### src/rtl/bca_pkg.sv
package bca_pkg;
   // register map
   localparam logic [7:0] A_CTRL   = 8'h14;
   localparam logic [7:0] A_SEC    = 8'h15;
   localparam logic [7:0] A_MIN    = 8'h16;
   localparam logic [7:0] A_HOUR   = 8'h17;
   localparam logic [7:0] A_DAYLO  = 8'h18;
   localparam logic [7:0] A_DAYHI  = 8'h19;
   localparam logic [7:0] A_AMIN   = 8'h1A;
   localparam logic [7:0] A_AHOUR  = 8'h1B;
   localparam logic [7:0] A_ADAYLO = 8'h1C;
   localparam logic [7:0] A_ADAYHI = 8'h1D;

   // control bit positions
   localparam int B_BUSY  = 7;
   localparam int B_DAYEN = 5;
   localparam int B_HREN  = 4;
   localparam int B_MNEN  = 3;
   localparam int B_FLAG  = 2;
   localparam int B_IEN   = 1;
   localparam int B_RUN   = 0;

   // number of BCD stages: seconds, minutes, hours
   localparam int NUM_BCD = 3;

   // plain BCD +1 on two digits (limit handled by caller)
   function automatic logic [7:0] bcd_step(input logic [7:0] v);
      if (v[3:0] >= 4'd9) bcd_step = {v[7:4] + 4'd1, 4'd0};
      else                bcd_step = {v[7:4], v[3:0] + 4'd1};
   endfunction
endpackage

### src/rtl/bca_time_core.sv
module bca_time_core
   import bca_pkg::*;
#(
   parameter int DAY_W = 15
) (
   input  logic                      clk,
   input  logic                      rst_n,
   input  logic                      adv,
   input  logic [NUM_BCD-1:0]        bcd_wr,
   input  logic                      day_lo_wr,
   input  logic                      day_hi_wr,
   input  logic [7:0]                wdata,
   output logic [NUM_BCD-1:0][7:0]   bcd_cur,
   output logic [NUM_BCD-1:0][7:0]   bcd_nxt,
   output logic [DAY_W-1:0]          day_cur,
   output logic [DAY_W-1:0]          day_nxt
);
   localparam logic [NUM_BCD-1:0][7:0] LIMIT   = {8'h23, 8'h59, 8'h59};
   localparam logic [DAY_W-1:0]        DAY_MAX = '1;

   if (DAY_W < 9 || DAY_W > 16) begin : g_bad_day_w
      $error("bca_time_core: DAY_W must lie in 9..16");
   end

   logic [NUM_BCD:0] carry;
   assign carry[0] = 1'b1;

   for (genvar i = 0; i < NUM_BCD; i++) begin : g_bcd
      logic [7:0] q;
      logic       at_lim;
      assign at_lim       = (q == LIMIT[i]);
      assign carry[i+1]   = carry[i] & at_lim;
      assign bcd_nxt[i]   = !carry[i] ? q : (at_lim ? 8'h00 : bcd_step(q));
      assign bcd_cur[i]   = q;

      always_ff @(posedge clk or negedge rst_n) begin
         if (!rst_n)         q <= 8'h00;
         else if (bcd_wr[i]) q <= wdata;
         else if (adv)       q <= bcd_nxt[i];
      end
   end

   logic [DAY_W-1:0] day_q;
   assign day_nxt = carry[NUM_BCD] ? day_q + 1'b1 : day_q;
   assign day_cur = day_q;

   always_ff @(posedge clk or negedge rst_n) begin
      if (!rst_n)         day_q <= '0;
      else if (day_lo_wr) day_q <= DAY_W'({day_q[DAY_W-1:8], wdata});
      else if (day_hi_wr) day_q <= DAY_W'({wdata, day_q[7:0]});
      else if (adv)       day_q <= day_nxt;
   end

   logic no_wr;
   assign no_wr = (bcd_wr == '0) && !day_lo_wr && !day_hi_wr;


   sec_wrap_chk: assert property (@(posedge clk) disable iff (!rst_n)
      (adv && no_wr && bcd_cur[0] == 8'h59) |=> (bcd_cur[0] == 8'h00));


   hour_day_chk: assert property (@(posedge clk) disable iff (!rst_n)
      (adv && no_wr && bcd_cur[2] == 8'h23 && bcd_cur[1] == 8'h59 &&
       bcd_cur[0] == 8'h59 && day_cur != DAY_MAX)
      |=> (day_cur == $past(day_cur) + 1'b1) && (bcd_cur[2] == 8'h00));


   day_wrap_chk: assert property (@(posedge clk) disable iff (!rst_n)
      (adv && no_wr && bcd_cur[2] == 8'h23 && bcd_cur[1] == 8'h59 &&
       bcd_cur[0] == 8'h59 && day_cur == DAY_MAX) |=> (day_cur == '0));


   hold_chk: assert property (@(posedge clk) disable iff (!rst_n)
      (!adv && no_wr) |=> ($stable(bcd_cur) && $stable(day_cur)));
endmodule

### src/rtl/bca_alarm.sv
module bca_alarm #(
   parameter int DAY_W = 15
) (
   input  logic             clk,
   input  logic             rst_n,
   input  logic             eval,
   input  logic             wr_min,
   input  logic             wr_hour,
   input  logic             wr_dlo,
   input  logic             wr_dhi,
   input  logic [7:0]       wdata,
   input  logic             en_min,
   input  logic             en_hour,
   input  logic             en_day,
   input  logic             flag_clr,
   input  logic [7:0]       t_sec,
   input  logic [7:0]       t_min,
   input  logic [7:0]       t_hour,
   input  logic [DAY_W-1:0] t_day,
   output logic [7:0]       al_min,
   output logic [7:0]       al_hour,
   output logic [DAY_W-1:0] al_day,
   output logic             flag
);
   if (DAY_W < 9 || DAY_W > 16) begin : g_bad_day_w
      $error("bca_alarm: DAY_W must lie in 9..16");
   end

   always_ff @(posedge clk or negedge rst_n) begin
      if (!rst_n) begin
         al_min  <= 8'h00;
         al_hour <= 8'h00;
         al_day  <= '0;
      end else begin
         if (wr_min)  al_min  <= wdata;
         if (wr_hour) al_hour <= wdata;
         if (wr_dlo)       al_day <= DAY_W'({al_day[DAY_W-1:8], wdata});
         else if (wr_dhi)  al_day <= DAY_W'({wdata, al_day[7:0]});
      end
   end

   logic m_min, m_hour, m_day, hit;
   assign m_min  = !en_min  || (t_min  == al_min);
   assign m_hour = !en_hour || (t_hour == al_hour);
   assign m_day  = !en_day  || (t_day  == al_day);
   assign hit    = eval && (t_sec == 8'h00) && m_min && m_hour && m_day;

   always_ff @(posedge clk or negedge rst_n) begin
      if (!rst_n)        flag <= 1'b0;
      else if (hit)      flag <= 1'b1;
      else if (flag_clr) flag <= 1'b0;
   end


   flag_sticky_chk: assert property (@(posedge clk) disable iff (!rst_n)
      (flag && !flag_clr) |=> flag);


   no_false_hit_chk: assert property (@(posedge clk) disable iff (!rst_n)
      (eval && t_sec != 8'h00 && !flag) |=> !flag);
endmodule

### src/rtl/bcd_rtc_core.sv
module bcd_rtc_core
   import bca_pkg::*;
#(
   parameter int DAY_W  = 15,
   parameter int ADDR_W = 8
) (
   input  logic              clk,
   input  logic              rst_n,
   input  logic              tick,
   input  logic              reg_wr,
   input  logic [ADDR_W-1:0] reg_addr,
   input  logic [7:0]        reg_wdata,
   output logic [7:0]        reg_rdata,
   output logic              irq
);
   if (ADDR_W < 5) begin : g_bad_addr_w
      $error("bcd_rtc_core: ADDR_W must be at least 5");
   end

   logic run_q, ien_q, en_min_q, en_hour_q, en_day_q, busy_q;
   logic adv, busy, wr_ok, flag_clr, al_flag;

   assign adv   = tick & run_q;
   assign busy  = adv | busy_q;
   assign wr_ok = reg_wr & ~busy;

   function automatic logic sel(input logic [ADDR_W-1:0] a, input logic [7:0] r);
      sel = (a == ADDR_W'(r));
   endfunction

   logic wr_ctrl;
   assign wr_ctrl  = wr_ok && sel(reg_addr, A_CTRL);
   assign flag_clr = wr_ctrl && reg_wdata[B_FLAG];

   always_ff @(posedge clk or negedge rst_n) begin
      if (!rst_n) begin
         run_q     <= 1'b0;
         ien_q     <= 1'b0;
         en_min_q  <= 1'b0;
         en_hour_q <= 1'b0;
         en_day_q  <= 1'b0;
         busy_q    <= 1'b0;
      end else begin
         busy_q <= adv;
         if (wr_ctrl) begin
            run_q     <= reg_wdata[B_RUN];
            ien_q     <= reg_wdata[B_IEN];
            en_min_q  <= reg_wdata[B_MNEN];
            en_hour_q <= reg_wdata[B_HREN];
            en_day_q  <= reg_wdata[B_DAYEN];
         end
      end
   end

   logic [NUM_BCD-1:0]      bcd_wr;
   logic [NUM_BCD-1:0][7:0] bcd_cur, bcd_nxt;
   logic [DAY_W-1:0]        day_cur, day_nxt;

   assign bcd_wr = {wr_ok && sel(reg_addr, A_HOUR),
                    wr_ok && sel(reg_addr, A_MIN),
                    wr_ok && sel(reg_addr, A_SEC)};

   bca_time_core #(.DAY_W(DAY_W)) u_time (
      .clk       (clk),
      .rst_n     (rst_n),
      .adv       (adv),
      .bcd_wr    (bcd_wr),
      .day_lo_wr (wr_ok && sel(reg_addr, A_DAYLO)),
      .day_hi_wr (wr_ok && sel(reg_addr, A_DAYHI)),
      .wdata     (reg_wdata),
      .bcd_cur   (bcd_cur),
      .bcd_nxt   (bcd_nxt),
      .day_cur   (day_cur),
      .day_nxt   (day_nxt)
   );

   logic [7:0]       al_min, al_hour;
   logic [DAY_W-1:0] al_day;

   bca_alarm #(.DAY_W(DAY_W)) u_alarm (
      .clk      (clk),
      .rst_n    (rst_n),
      .eval     (adv),
      .wr_min   (wr_ok && sel(reg_addr, A_AMIN)),
      .wr_hour  (wr_ok && sel(reg_addr, A_AHOUR)),
      .wr_dlo   (wr_ok && sel(reg_addr, A_ADAYLO)),
      .wr_dhi   (wr_ok && sel(reg_addr, A_ADAYHI)),
      .wdata    (reg_wdata),
      .en_min   (en_min_q),
      .en_hour  (en_hour_q),
      .en_day   (en_day_q),
      .flag_clr (flag_clr),
      .t_sec    (bcd_nxt[0]),
      .t_min    (bcd_nxt[1]),
      .t_hour   (bcd_nxt[2]),
      .t_day    (day_nxt),
      .al_min   (al_min),
      .al_hour  (al_hour),
      .al_day   (al_day),
      .flag     (al_flag)
   );

   logic [15:0] day_ext, al_day_ext;
   assign day_ext    = 16'(day_cur);
   assign al_day_ext = 16'(al_day);

   always_comb begin
      reg_rdata = 8'h00;
      if (sel(reg_addr, A_CTRL))
         reg_rdata = {busy, 1'b0, en_day_q, en_hour_q, en_min_q, al_flag, ien_q, run_q};
      else if (sel(reg_addr, A_SEC))    reg_rdata = bcd_cur[0];
      else if (sel(reg_addr, A_MIN))    reg_rdata = bcd_cur[1];
      else if (sel(reg_addr, A_HOUR))   reg_rdata = bcd_cur[2];
      else if (sel(reg_addr, A_DAYLO))  reg_rdata = day_ext[7:0];
      else if (sel(reg_addr, A_DAYHI))  reg_rdata = day_ext[15:8];
      else if (sel(reg_addr, A_AMIN))   reg_rdata = al_min;
      else if (sel(reg_addr, A_AHOUR))  reg_rdata = al_hour;
      else if (sel(reg_addr, A_ADAYLO)) reg_rdata = al_day_ext[7:0];
      else if (sel(reg_addr, A_ADAYHI)) reg_rdata = al_day_ext[15:8];
   end

   assign irq = al_flag & ien_q;


   busy_hold_chk: assert property (@(posedge clk) disable iff (!rst_n)
      adv |=> busy);


   wr_drop_chk: assert property (@(posedge clk) disable iff (!rst_n)
      (busy && !adv && reg_wr && sel(reg_addr, A_MIN)) |=> $stable(bcd_cur[1]));
endmodule

### config.mk
export PLATFORM = sky130hd
export DESIGN_NAME = bcd_rtc_core
export DESIGN_NICKNAME = d
export VERILOG_FILES = /design/src/rtl/bca_pkg.sv /design/src/rtl/bca_time_core.sv /design/src/rtl/bca_alarm.sv /design/src/rtl/bcd_rtc_core.sv
export SDC_FILE = /design/constraint.sdc
export NUM_CORES = 1
export LEC_CHECK = 0
export BUFFER_PORTS_ARGS = -buffer_cell sky130_fd_sc_hd__buf_2
export CORE_ASPECT_RATIO = 0.9
export CORE_MARGIN = 3
export CORE_UTILIZATION = 63
export CTS_CLUSTER_DIAMETER = 150
export CTS_CLUSTER_SIZE = 12
export DETAILED_ROUTE_END_ITERATION = 8
export HOLD_SLACK_MARGIN = 0.12
export PLACE_DENSITY_LB_ADDON = 0.3
export SYNTH_ARGS = -nofsm -noshare
export SYNTH_HDL_FRONTEND = slang
export SYNTH_SLANG_ARGS = --single-unit
### constraint.sdc
create_clock -name clk -period 3.3 [get_ports clk]
set_input_delay 0.165 -clock clk [delete_from_list [all_inputs] [get_ports clk]]
set_output_delay 0.165 -clock clk [all_outputs]
set_load 0.03 [all_outputs]
=== Word-level counts from Yosys, hierarchy flattened ===
Cells that the tools add are included.

* Register bits after elaboration: 77
* Bits in latches: 0
* Memory bits (writable): 0
* Memory bits (read-only): 0
* Output and inout bits: 9
* Logic and storage cells: 114
* Memories: 0

* $add $sub $neg: 7
* Multipliers: 0
* Div/mod/pow operators: 0
* Magnitude comparators: 3
* Equal/unequal tests: 17
* Shift operators: 0
* Mux-type cells: 31
* Bitwise logic cells: 9
* Reductions and logical operators: 31

{| class="wikitable"
|+ Operators with widths
! kind !! number
|-
| two-way mux 8 bit || 25
|-
| equality test 8 x 5 -> 1 bit (second input constant) || 10
|-
| two-way mux 15 bit || 3
|-
| adder 4 x 1 -> 4 bit (second input constant) || 6
|-
| equality test 8 x 7 -> 1 bit (second input constant) || 2
|-
| equality test 8 bit || 2
|-
| adder 15 x 1 -> 15 bit (second input constant) || 1
|-
| equality test 15 bit || 1
|-
| logical AND 1 bit || 15
|-
| greater-or-equal comparator 4 bit (second input constant) || 3
|-
| nonzero test 2 bit || 6
|-
| equality test 8 x 6 -> 1 bit (second input constant) || 1
|-
| zero test 8 bit || 1
|-
| two-way mux 7 bit || 1
|-
| AND reduction 2 bit || 3
|-
| bitwise AND 1 bit || 5
|-
| zero test 1 bit || 3
|-
| logical OR 1 bit || 3
|-
| NOT 1 bit || 3
|-
| two-way mux 1 bit || 2
|-
| inequality test 2 x 1 -> 1 bit (second input constant) || 1
|-
| OR 1 bit || 1
|}

=== Logic depth before layout (Yosys ltp) ===
Gate-level depths: netlist (run 1).

* Depth in word-level cells: 11
* Gate-level depth with buffers: 12

=== Modules after synthesis ===
A second synthesis (run 1) with hierarchy kept.

* Cells, all modules: 704
* Area, all modules: 6188.4 sq um

{| class="wikitable"
|+ By module, submodules not included
! module !! instances !! cells an instance !! area an instance (sq um) !! sequential area each (sq um)
|-
| bca_time_core || 1 || 434 || 3480.8 || 975.9
|-
| bca_alarm || 1 || 117 || 1557.7 || 800.8
|-
| bcd_rtc_core || 1 || 153 || 1149.9 || 150.1
|}

=== Least setup slack after synthesis (run 1) ===
Ideal clock, no wire load.

* Path type: register -> register
* Start point: register u_time.g_bcd[2].q[4]
* End point: register u_alarm.flag
* Data arrival time: 2.599 ns
* Data required time: 3.208 ns
* Path slack: 0.609 ns
* Stages on the path, launching flop included: 11
* Cell sequence: dfrtp_1 -> inv_1 -> ha_1 -> nor4b_4 -> nand4_4 -> nor4_4 -> a31oi_1 -> or4_1 -> nand3_1 -> a41oi_1 -> o31ai_2

* Cells in the longest elaborated chain, start to end: 9
* Elaborated cells on any way between the ends: 15
* Those cells by class: 1 x add/sub; 3 x eq/ne; 5 x mux; 1 x bitwise; 5 x reduce/logical

{| class="wikitable"
|+ Ends and longest elaborated chain
! element !! RTL line !! text
|-
| start: declaration || bca_time_core.sv:29 || <nowiki>logic [7:0] q;</nowiki>
|-
| start signal: assignment || bca_time_core.sv:38 || <nowiki>else if (bcd_wr[i]) q <= wdata;</nowiki>
|-
| start signal: assignment || bca_time_core.sv:39 || <nowiki>else if (adv) q <= bcd_nxt[i];</nowiki>
|-
| adder 4 x 1 -> 4 bit || bca_pkg.sv:28 || <nowiki>if (v[3:0] >= 4'd9) bcd_step = {v[7:4] + 4'd1, 4'd0};</nowiki>
|-
| two-way mux 8 bit || bca_pkg.sv:28 ||
|-
| two-way mux 8 bit (2 in a row) || bca_time_core.sv:33 || <nowiki>assign bcd_nxt[i] = !carry[i] ? q : (at_lim ? 8'h00 : bcd_step(q));</nowiki>
|-
| equality test 8 bit || bca_alarm.sv:44 || <nowiki>assign m_hour = !en_hour || (t_hour == al_hour);</nowiki>
|-
| logical OR 1 bit || bca_alarm.sv:44 ||
|-
| logical AND 1 bit || bca_alarm.sv:46 || <nowiki>assign hit = eval && (t_sec == 8'h00) && m_min && m_hour && m_day;</nowiki>
|-
| logical AND 1 bit * || bca_alarm.sv:46 ||
|-
| two-way mux 1 bit or nonzero test 2 bit (tied branches) || - ||
|-
| end signal: assignment || bca_alarm.sv:49 || <nowiki>if (!rst_n) flag <= 1'b0;</nowiki>
|-
| end signal: assignment || bca_alarm.sv:50 || <nowiki>else if (hit) flag <= 1'b1;</nowiki>
|-
| end signal: assignment || bca_alarm.sv:51 || <nowiki>else if (flag_clr) flag <= 1'b0;</nowiki>
|-
| end: declaration || bca_alarm.sv:23 || <nowiki>output logic flag</nowiki>
|}

Mark *: on every way between the ends. The rest lies on a longest branch, timed or not.
A chain may end at the register's enable or synchronous reset.

=== Worst setup path in the final report (run 1) ===
* Start point: register u_time.g_bcd[0].q[1]
* End point: register u_alarm.flag

* Cells in the longest elaborated chain, start to end: 9
* Elaborated cells on any way between the ends: 23
* Those cells by class: 1 x add/sub; 1 x order compare; 4 x eq/ne; 6 x mux; 2 x bitwise; 9 x reduce/logical

{| class="wikitable"
|+ Ends and longest elaborated chain
! element !! RTL line
|-
| start: declaration || bca_time_core.sv:29
|-
| start signal: assignment || bca_time_core.sv:38
|-
| start signal: assignment || bca_time_core.sv:39
|-
| adder 4 x 1 -> 4 bit or greater-or-equal comparator 4 bit (tied branches) || bca_pkg.sv:29, bca_pkg.sv:28
|-
| two-way mux 8 bit || bca_pkg.sv:28
|-
| two-way mux 8 bit || bca_time_core.sv:33
|-
| zero test 8 bit || bca_alarm.sv:46
|-
| logical AND 1 bit (3 in a row) || bca_alarm.sv:46
|-
| logical AND 1 bit * || bca_alarm.sv:46
|-
| two-way mux 1 bit or nonzero test 2 bit (tied branches) || -
|}

Marked as above.

==> impl_metrics.py, run 1 <==
metrics = {
    "worst_setup_path": {
        "endpoint_kind": "register",
        "cp-start-kind": "register",
        "crit_type": "reg2reg",
        "crit_path_max_fanout": 14,
        "cp.required_ns": 3.59,
        "cp_data_arrival_time_ns": 3.36,
    },
    "place": {
        "place_ws_ns": 0.161,
        "gp_congestion": 1.01,
        "dp_hpwl_um": 14400,
        "dpl-instance-area_um2": 6240,
        "numPortBuffers": 28,
    },
    "timing": {
        "hold-worst-slack_ns": 0.205,
        "slew_violations": 0,
        "fin_worst_skew_ns": 0.0197,
        "fmax_mhz": 325,
        "slew_headroom": 0.317,
        "setup_viol": 0,
        "fin_crit_sh": 0.932,
        "fin_setup_tns_ns": 0,
        "layout_setup_ws_ns": 0.224,
        "rsz0062_at_grt": "no",
        "hold_violations": 0,
        "tightest_slew_ns": 1.03,
        "min_period_ns": 3.08,
    },
    "synthesis": {
        "yosysTopAreaCell": "dfrtp_1",
        "synth-seq-area-share": 0.328,
        "mappedNetlistArea_um2": 5870,
        "yosysWarnings": 0,
        "avgSynthCellArea_um2": 8.63,
        "yosys_register_bits": 77,
        "yosysUniqueCellTypes": 74,
        "synth_enable_flop_cells": 0,
        "syn_nets": 716,
        "synthTopCellsByCount": "80 x nand2_1, 77 x dfrtp_1, 48 x nor2_1",
        "synthFlopType": "dfrtp_1",
        "synth_most_common_cell": "nand2_1",
        "synth_area_leaders": "dfrtp_1 33%, mux2_2 6.3%, nand2_1 5.1%",
        "synth_top_area_frac": 0.328,
        "netlist_instances": 680,
        "ys_async_sr_fraction": 1.00,
    },
    "layout": {
        "area_delta_synth_final_pct": 10.6,
        "layout-drive-gt1-share": 0.187,
        "final_nets": 747,
        "diodes": 0,
        "fillerInstances": 697,
        "finalInstanceArea_um2": 6490,
    },
    "route": {
        "vias_per_cell": 7.21,
        "routed_wl_um": 20300,
        "drc": 0,
        "wl_per_cell_um": 24.3,
        "ant_nets": 0,
        "drtIter0Drc": 769,
        "firstDrtPassIters": 6,
        "via_count": 6023,
    },
    "grt": {
        "grt_pass1_wl_um": 32100,
        "grt_antenna_before_repair": 1,
        "grt_pass1_vias": 5669,
        "grt_max_degree": 78,
        "grt_usage": 0.394,
        "overflow": 0,
    },
    "cts": {
        "tritoncts": "done",
        "cts_buffers": 9,
        "cts.path.max_buffers": 2,
        "h-tree-depth": 3,
        "path_clk_slew_ns": 0.10,
        "insertion_delay_ns": 0.37,
        "clock-root-buffer": "clkbuf_8",
        "cts.sinks": 77,
    },
    "floorplanning": {
        "rows": 32,
        "dieWidth_um": 108,
        "die_h_um": 97.5,
        "initial_core_util": 0.666,
        "dieArea_um2": 10500,
        "ios": 29,
        "core_area_um2": 8810,
    },
    "power_and_ir_drop": {
        "pwr-share-clk": 0.308,
        "internal-power_w": 0.00174,
        "p_leak_nw": 2.83,
        "switching_power_w": 0.000939,
        "p_sw_frac": 0.351,
        "pwr-share-comb": 0.237,
        "seqPwrFrac": 0.455,
        "powerDensity_nw_per_um2": 412,
        "peakVddDrop_v": 0.000311,
    },
    "run_status": {
        "outcome": "finished clean",
    },
    "run": {
        "maxCapViolCount": 0,
    },
    "min_path": {
        "hold_class": "in2reg",
    },
}
path summary, 6_finish.rpt:
kind                                             startpoint                             end  slack [ns]  cells past startpoint
max                        u_time.g_bcd[0].q[1]$_DFFE_PN0P_        u_alarm.flag$_DFFE_PN0P_        0.22                     10
min                                            reg_wdata[1]   u_time.day_cur[9]$_DFFE_PN0P_        0.20                      3
max reg2reg                u_time.g_bcd[0].q[1]$_DFFE_PN0P_        u_alarm.flag$_DFFE_PN0P_        0.22                     10
min reg2reg                               ien_q$_DFFE_PN0P_               ien_q$_DFFE_PN0P_        0.56                      1
max in group asynchronous                             rst_n  u_time.day_cur[11]$_DFFE_PN0P_        2.12                      2
min in group asynchronous                             rst_n   u_alarm.al_min[6]$_DFFE_PN0P_        0.51                      2
cell families after synthesis:
logic type	share of synthesized area
compound gates	0.199
xor+xnor	0.0627
fa+ha+maj	0.0341
buf+inv	0.0471
flops	0.328
mux	0.0954
simple gates	0.233
layer usage:
layer  up-vias  track usage  part of all wire
li1       2581            -                 -
met5         -            0           0.00059
met2       480        0.586              0.43
met3       108        0.117              0.13
met4         2        0.135             0.045
met1      2852        0.546              0.39
power groups by stage:
| stage | sequential [W] | combinational, W | clock [W] |
|---|---|---|---|
| 2_1_floorplan | 0.00114 | 0.000459 | 0 |
| 3_3_place_gp | 0.00121 | 0.000586 | 0 |
| 3_5_place_dp | 0.00122 | 0.000607 | 0 |
| 4_1_cts | 0.00120 | 0.000611 | 0.000825 |
| 5_1_grt | 0.00123 | 0.000691 | 0.000855 |
| 6_report | 0.00122 | 0.000634 | 0.000825 |
stage by stage:
step,util,power [W],instances
after CTS,0.734,0.00264,833
after global routing,0.737,0.00277,835
after floorplan,-,0.00160,680
final,0.737,0.00267,835
after detailed placement,0.708,0.00183,816
after global placement,0.708,0.00180,816
critical path, cell delays in order, from the launching register on:
cell and delay (ns):
dfrtp_1 0.43, inv_1 0.12, ha_1 0.22, and2_1 0.40, and4_2 0.51, a21oi_1 0.14, nor3_1 0.20, o2111ai_1 0.15
a211oi_1 0.31, a21boi_0 0.23, o31ai_2 0.28
cells in the final DEF, fill, tap and decap left out, drive strengths merged, types with 5 or more instances in the layout:
| master | count |
|---|---|
| o211ai | 8 |
| mux2i | 12 |
| inv | 27 |
| xnor2 | 30 |
| mux2 | 33 |
| a31oi | 9 |
| nor2 | 49 |
| o22ai | 8 |
| dfrtp | 77 |
| o221ai | 5 |
| nor3 | 25 |
| a221o | 10 |
| nand4 | 11 |
| and3 | 9 |
| nor4 | 12 |
| o311ai | 6 |
| ha | 16 |
| nand2 | 80 |
| nand3 | 18 |
| clkbuf | 10 |
| nor2b | 6 |
| o21ai | 44 |
| a21oi | 37 |
| and2 | 7 |
| buf | 63 |
| a221oi | 7 |
| a22oi | 8 |
| xor2 | 12 |
flip-flops by register name, indices dropped and copies added, names as in the netlist, 8 cells and up:
register,cells
u_time.g_bcd.q,24
u_alarm.al_day,15
u_time.day_cur,15
u_alarm.al_hour,8
u_alarm.al_min,8
what timing repair did:
action,CTS,global route
endpoints found under the setup margin,0,1
hold buffers,1,0
setup buffers,0,2
gates resized for setup,0,3
endpoints found under the hold margin,77,0
layout make-up:
| type | count | area (µm²) | share of cell area |
|---|---|---|---|
| Timing Repair Buffer | 64 | 428 | 0.0659 |
| Sequential cell | 77 | 1930 | 0.297 |
| Tap cell | 119 | 149 | 0.0229 |
| Inverter | 26 | 97.6 | 0.0150 |
| Multi-Input combinational cell | 533 | 3670 | 0.566 |
| Clock buffer | 10 | 128 | 0.0197 |
| Clock inverter | 6 | 86.3 | 0.0133 |
(Power assumes the default switching activity.)
==> inputs of run 2 (changes only) <==
SYNTH_HIERARCHICAL = 1   (was not set)
==> run 2 against run 1 <==
Effect of this change:
- first-iteration DRC count is 18% higher
- setup slack worse by 0.057 ns
- area after synthesis is 5.5% higher
- sequential share of layout area is 0.89 points lower
- hold slack worse by 0.012 ns
- critical path type unchanged
- largest cell class unchanged
==> impl_metrics.py, run 2 <==
metrics = {
    "run_status": {
        "outcome": "finished clean",
    },
    "place": {
        "place_ws_ns": 0.242,
        "gp_congestion": 1.01,
        "dpl-instance-area_um2": 6450,
        "dp_hpwl_um": 14300,
        "numPortBuffers": 28,
    },
    "power_and_ir_drop": {
        "total_power_w": 0.00295,
        "powerDensity_nw_per_um2": 441,
        "p_leak_nw": 2.91,
        "peakVddDrop_v": 0.000395,
    },
    "floorplanning": {
        "initial_core_util": 0.663,
        "core_area_um2": 9330,
        "rows": 33,
        "dieWidth_um": 110,
        "die_h_um": 100,
        "ios": 29,
        "dieArea_um2": 11000,
    },
    "worst_setup_path": {
        "cp-start-kind": "register",
        "cp.required_ns": 3.59,
        "rr_endpoint": "u_alarm/flag$_DFFE_PN0P_",
        "crit_end": "u_alarm/flag$_DFFE_PN0P_",
        "crit_chain": "inv_1, ha_1, and4b_1, nand4_1, buf_4, or3_1, a21oi_1, xor2_1, nor4_1, nand2_1, a22o_1, o22ai_2",
        "r2r_setup_slack_ns": 0.17,
        "critPathMaxStageDelay_ns": 0.44,
        "slowest_stage": "dfrtp_1",
        "crit_path_max_fanout": 23,
        "reg2reg_from": "u_time/g_bcd[1].q[1]$_DFFE_PN0P_",
        "cp_data_arrival_time_ns": 3.42,
        "r2r_cells": 12,
        "cp-startpoint": "u_time/g_bcd[1].q[1]$_DFFE_PN0P_",
        "crit_type": "reg2reg",
        "endpoint_kind": "register",
    },
    "timing": {
        "hold_violations": 0,
        "fin_worst_skew_ns": 0.0106,
        "fmax_mhz": 319,
        "setup_viol": 0,
        "layout_setup_ws_ns": 0.167,
        "rsz0062_at_grt": "no",
        "tightest_slew_ns": 1.00,
        "slew_violations": 0,
        "min_period_ns": 3.13,
        "fin_crit_sh": 0.949,
        "slew_headroom": 0.333,
        "fin_setup_tns_ns": 0,
    },
    "layout": {
        "area_delta_synth_final_pct": 8.11,
        "fillerInstances": 758,
        "layout_commonest_cell": "dfrtp_1",
        "final_nets": 758,
        "finalInstanceArea_um2": 6690,
        "largest_reg_flops": 24,
        "mostFrequentLayoutCells": "77 x dfrtp_1, 46 x nor2_1, 38 x xor2_1",
        "regMostFlops": "u_time/g_bcd.q",
        "layout-drive-gt1-share": 0.186,
    },
    "route": {
        "drtIter0Drc": 908,
        "drc": 0,
        "vias_per_cell": 7.08,
        "wl_per_cell_um": 23.7,
        "via_count": 6007,
        "routed_wl_um": 20100,
        "ant_nets": 0,
        "firstDrtPassIters": 5,
    },
    "synthesis": {
        "yosysTopAreaCell": "dfrtp_1",
        "netlist_instances": 704,
        "synth_enable_flop_cells": 0,
        "synth_compound_area_frac": 0.177,
        "avgSynthCellArea_um2": 8.79,
        "synth_top_family_by_area": "simple AND/OR/NAND/NOR gates",
        "ys_async_sr_fraction": 1.00,
        "mappedNetlistArea_um2": 6190,
        "synth_top_area_frac": 0.311,
        "synth-xor-area-share": 0.0722,
        "yosysUniqueCellTypes": 77,
        "synthFlopType": "dfrtp_1",
        "yosysWarnings": 6,
        "synth_most_common_cell": "dfrtp_1",
        "synthSimpleGateAreaFrac": 0.236,
        "synth_adder_area_share": 0.0323,
        "synthTopCellsByCount": "77 x dfrtp_1, 46 x nor2_1, 38 x xor2_1",
        "syn_nets": 740,
        "synth.mux.area_fraction": 0.114,
        "synth-seq-area-share": 0.311,
        "yosys_register_bits": 77,
        "synth_area_leaders": "dfrtp_1 31%, mux2_2 6.6%, xor2_1 5.4%",
    },
    "cts": {
        "cts.path.max_buffers": 2,
        "h-tree-depth": 3,
        "tritoncts": "done",
        "cts_buffers": 9,
        "post-cts-setup-buffer-count": 0,
        "cts.sinks": 77,
        "path_clk_slew_ns": 0.09,
        "clock-root-buffer": "clkbuf_8",
        "insertion_delay_ns": 0.37,
    },
    "grt": {
        "grt_max_degree": 78,
        "grt_antenna_before_repair": 1,
        "grt_usage": 0.368,
        "overflow": 0,
        "grt_pass1_vias": 5717,
        "grt_pass1_wl_um": 31900,
    },
    "run": {
        "maxCapViolCount": 0,
    },
    "min_path": {
        "hold_class": "in2reg",
        "min_path_cells": 3,
    },
}
## run 2: cell count changes in the layout (fill, tap and decap cells not counted), moves of 12 or more
cell / change
nand2_1: -43
xor2_1: +26
xnor2_1: -17
o21ai_0: -14
o31ai_1: +14
or4_1: +12
## run 2: power breakdown
part / total (W) / internal (W) / switching, W
Combinational: 0.000931 / 0.000376 / 0.000555
Clock: 0.000807 / 0.000442 / 0.000365
Sequential: 0.00121 / 0.00104 / 0.000166
## run 2: how the worst min path moves through the flow
stage	startpoint	endpoint	slack, ns
after CTS	reg_wdata[7]	u_time/g_bcd[2].q[7]$_DFFE_PN0P_	0.17
final	reg_wdata[7]	u_time/g_bcd[2].q[7]$_DFFE_PN0P_	0.19
after floorplan	rst_n	busy_q$_DFF_PN0_	-0.13
after global routing	reg_wdata[6]	u_time/g_bcd[0].q[6]$_DFFE_PN0P_	0.17
after detailed placement	rst_n	u_time/g_bcd[1].q[7]$_DFFE_PN0P_	0.39
after global placement	rst_n	u_time/g_bcd[1].q[7]$_DFFE_PN0P_	0.39
## run 2: cell families (layout without fill, tap and decap cells)
family          after synthesis  count (layout)
mux                          61              61
compound gates              164             164
fa+ha+maj                    16              16
xor+xnor                     51              51
flops                        77              77
buf+inv                      81             103
simple gates                254             254
other cells                   0               1
## run 2: what timing repair did
| item | 4_1_cts | 5_1_grt |
|---|---|---|
| hold endpoints to repair | 77 | 0 |
| hold buffers | 1 | 0 |
| setup endpoints to repair | 0 | 1 |
| gates resized for setup | 0 | 3 |
## run 2: stage by stage
step,util,std cells,hold slack (ns)
global route,0.717,849,0.172
detailed placement,0.692,832,0.391
CTS,0.716,848,0.172
global placement,0.692,832,0.385
finish,0.717,849,0.193
floorplan,-,704,-0.131
## run 2: final cells by class
type	count	area, µm²	share of cell area
well taps	122	153	0.0228
clock buffers	11	141	0.0211
inverters	33	124	0.0185
clock inverters	4	72.6	0.0108
diodes	1	2.50	0.000374
flip-flops and latches	77	1930	0.288
repair buffers	55	348	0.0520
multi-input cells	546	3920	0.586
## run 2: worst max-delay path, delay by kind of cell (launching register included)
| family | cells | cell delay (ns) |
|---|---|---|
| AOI/OAI and AO/OA | 3 | 0.56 |
| xor gates and xnor gates | 1 | 0.09 |
| adders and majority gates | 1 | 0.24 |
| buffers and inverters | 2 | 0.37 |
| DFF | 1 | 0.44 |
| and+or+nand+nor | 5 | 1.34 |
## run 2: metal layers
layer,vias to the layer above,global-route usage,part of all wire
li1,2654,-,-
met1,2879,0.517,0.41
met2,410,0.544,0.43
met3,64,0.103,0.12
met4,0,0.136,0.036
met5,-,0,0
==> inputs of run 3 (changes only) <==
==> constraint.sdc (replaced) <==
create_clock -name clk -period 3.3 [get_ports clk]
set_input_delay 0.66 -clock clk [delete_from_list [all_inputs] [get_ports clk]]
set_output_delay 0.66 -clock clk [all_outputs]
set_load 0.03 [all_outputs]
==> run 3 against run 2 <==
Effect of this change:
- non-clock buffer count increased by 14
- sequential power about the same
- clock skew rose by 0.0018 ns
- critical path depth did not move
- wire length increased by 2.0%
- utilization is 0.60 points higher
- register-to-register slack barely moved
- fmax hardly changed
- critical endpoint unchanged
- largest power group unchanged
==> impl_metrics.py, run 3 (same netlist as run 2, synthesis figures left out) <==
metrics = {
    "run_status": {
        "outcome": "finished clean",
    },
    "timing": {
        "fin_crit_sh": 0.949,
        "min_period_ns": 3.13,
        "slew_violations": 0,
        "tightest_slew_ns": 1.00,
        "setup_viol": 0,
        "fin_worst_skew_ns": 0.0125,
        "slew_headroom": 0.330,
        "fin_setup_tns_ns": 0,
        "rsz0062_at_grt": "no",
        "hold_violations": 0,
        "fmax_mhz": 319,
    },
    "power_and_ir_drop": {
        "peakVddDrop_v": 0.000351,
        "total_power_w": 0.00285,
        "p_leak_nw": 2.96,
        "powerDensity_nw_per_um2": 423,
    },
    "layout": {
        "diodes": 0,
        "layout-drive-gt1-share": 0.200,
        "mostFrequentLayoutCells": "77 x dfrtp_1, 46 x nor2_1, 42 x buf_4",
        "final_nets": 772,
        "regMostFlops": "u_time/g_bcd.q",
        "largest_reg_flops": 24,
        "fillerInstances": 750,
        "area_delta_synth_final_pct": 9.02,
        "layout_commonest_cell": "dfrtp_1",
    },
    "cts": {
        "cts.path.max_buffers": 2,
        "h-tree-depth": 3,
        "insertion_delay_ns": 0.37,
        "path_clk_slew_ns": 0.09,
        "cts_buffers": 9,
        "clock-root-buffer": "clkbuf_8",
        "cts.sinks": 77,
        "tritoncts": "done",
    },
    "worst_setup_path": {
        "crit_path_max_fanout": 6,
        "slowest_stage": "dfrtp_1",
        "cpLargestDelayFamily": "simple AND/OR/NAND/NOR gates",
        "critPathBufInv": 2,
        "cp_data_arrival_time_ns": 3.43,
        "cpMostUsedCell": "nor2_1",
        "endpoint_kind": "register",
        "crit_chain": "inv_1, ha_1, or3b_2, a22oi_1, buf_4, nor2_1, nor2_1, xor2_1, nor4_1, nand2_1, a22o_1, o22ai_2",
        "cp.required_ns": 3.60,
        "critPathMaxStageDelay_ns": 0.52,
        "cp-start-kind": "register",
        "crit_type": "reg2reg",
    },
    "floorplanning": {
        "core_area_um2": 9330,
        "dieArea_um2": 11000,
        "initial_core_util": 0.663,
        "dieWidth_um": 110,
        "die_h_um": 100,
        "rows": 33,
        "ios": 29,
    },
    "grt": {
        "overflow": 0,
        "grt_antenna_before_repair": 0,
        "grt_usage": 0.375,
        "grt_pass1_wl_um": 32700,
        "grt_pass1_vias": 5890,
        "grt_max_degree": 78,
    },
    "route": {
        "ant_nets": 0,
        "via_count": 6119,
        "vias_per_cell": 7.11,
        "drc": 0,
        "firstDrtPassIters": 6,
        "wl_per_cell_um": 23.8,
        "routed_wl_um": 20500,
        "drtIter0Drc": 924,
    },
    "place": {
        "numPortBuffers": 28,
        "dp_hpwl_um": 14800,
        "gp_congestion": 1.02,
    },
    "run": {
        "maxCapViolCount": 0,
    },
    "min_path": {
        "hold_class": "in2async",
    },
}
-- run 3: what timing repair did --
item / in CTS / in global routing
gates resized for setup: 0 / 1
endpoints found under the setup margin: 0 / 1
hold endpoints to repair: 0 / 0
hold buffers: 0 / 0
setup buffers: 0 / 1
-- run 3: report_power, final --
group          switching (W)  internal, W  total (W)
logic               0.000564     0.000389   0.000953
clock network       0.000372     0.000306   0.000678
registers           0.000178      0.00104    0.00122
total                0.00111      0.00174    0.00285
-- run 3: layer usage --
layer / GRT usage / share of wire / up-vias
li1: - / - / 2679
met1: 0.520 / 0.40 / 2919
met2: 0.569 / 0.43 / 462
met3: 0.0940 / 0.13 / 59
met4: 0.150 / 0.035 / 0
met5: 0 / 0 / -
-- run 3: cell type report --
class                      instances  area, µm²  area share
timing repair buffer              69        450      0.0668
clock inverter                     3       22.5     0.00334
clock buffer                      11        151      0.0224
tap                              122        153      0.0226
sequential                        77       1930       0.286
multi-input combinational        546       3920       0.581
inverter                          33        124      0.0184
-- run 3: path summary, 6_finish.rpt --
path                                                   from                          endpoint  slack, ns  cells after the start
setup / recovery           u_time/g_bcd[2].q[1]$_DFFE_PN0P_          u_alarm/flag$_DFFE_PN0P_       0.17                     12
hold / removal                                        rst_n  u_time/g_bcd[1].q[7]$_DFFE_PN0P_       0.46                      1
setup reg to reg           u_time/g_bcd[2].q[1]$_DFFE_PN0P_          u_alarm/flag$_DFFE_PN0P_       0.17                     12
hold reg to reg                           run_q$_DFFE_PN0P_                 run_q$_DFFE_PN0P_       0.55                      1
max in group asynchronous                             rst_n    u_alarm/al_day[13]$_DFFE_PN0P_       2.20                      1
min in group clk                          run_q$_DFFE_PN0P_                 run_q$_DFFE_PN0P_       0.55                      1
-- run 3: per-stage QoR --
step / setup slack [ns] / std cells / utilization / instance area, µm² / hold WS (ns)
detailed placement: 0.186 / 846 / 0.703 / 6560 / 0.526
CTS: 0.167 / 860 / 0.722 / 6730 / 0.499
global placement: 0.293 / 846 / 0.703 / 6560 / 0.521
global route: 0.0160 / 861 / 0.723 / 6750 / 0.530
floorplan: 0.327 / 704 / - / 6190 / 0.364
finish: 0.167 / 861 / 0.723 / 6750 / 0.458
-- run 3: worst reg2reg max path, stage by stage (launching register included) --
cell and delay, ns:
dfrtp_1 0.52, inv_1 0.13, ha_1 0.21, or3b_2 0.51, a22oi_1 0.31, buf_4 0.23, nor2_1 0.05, nor2_1 0.13
xor2_1 0.08, nor4_1 0.40, nand2_1 0.15, a22o_1 0.26, o22ai_2 0.10
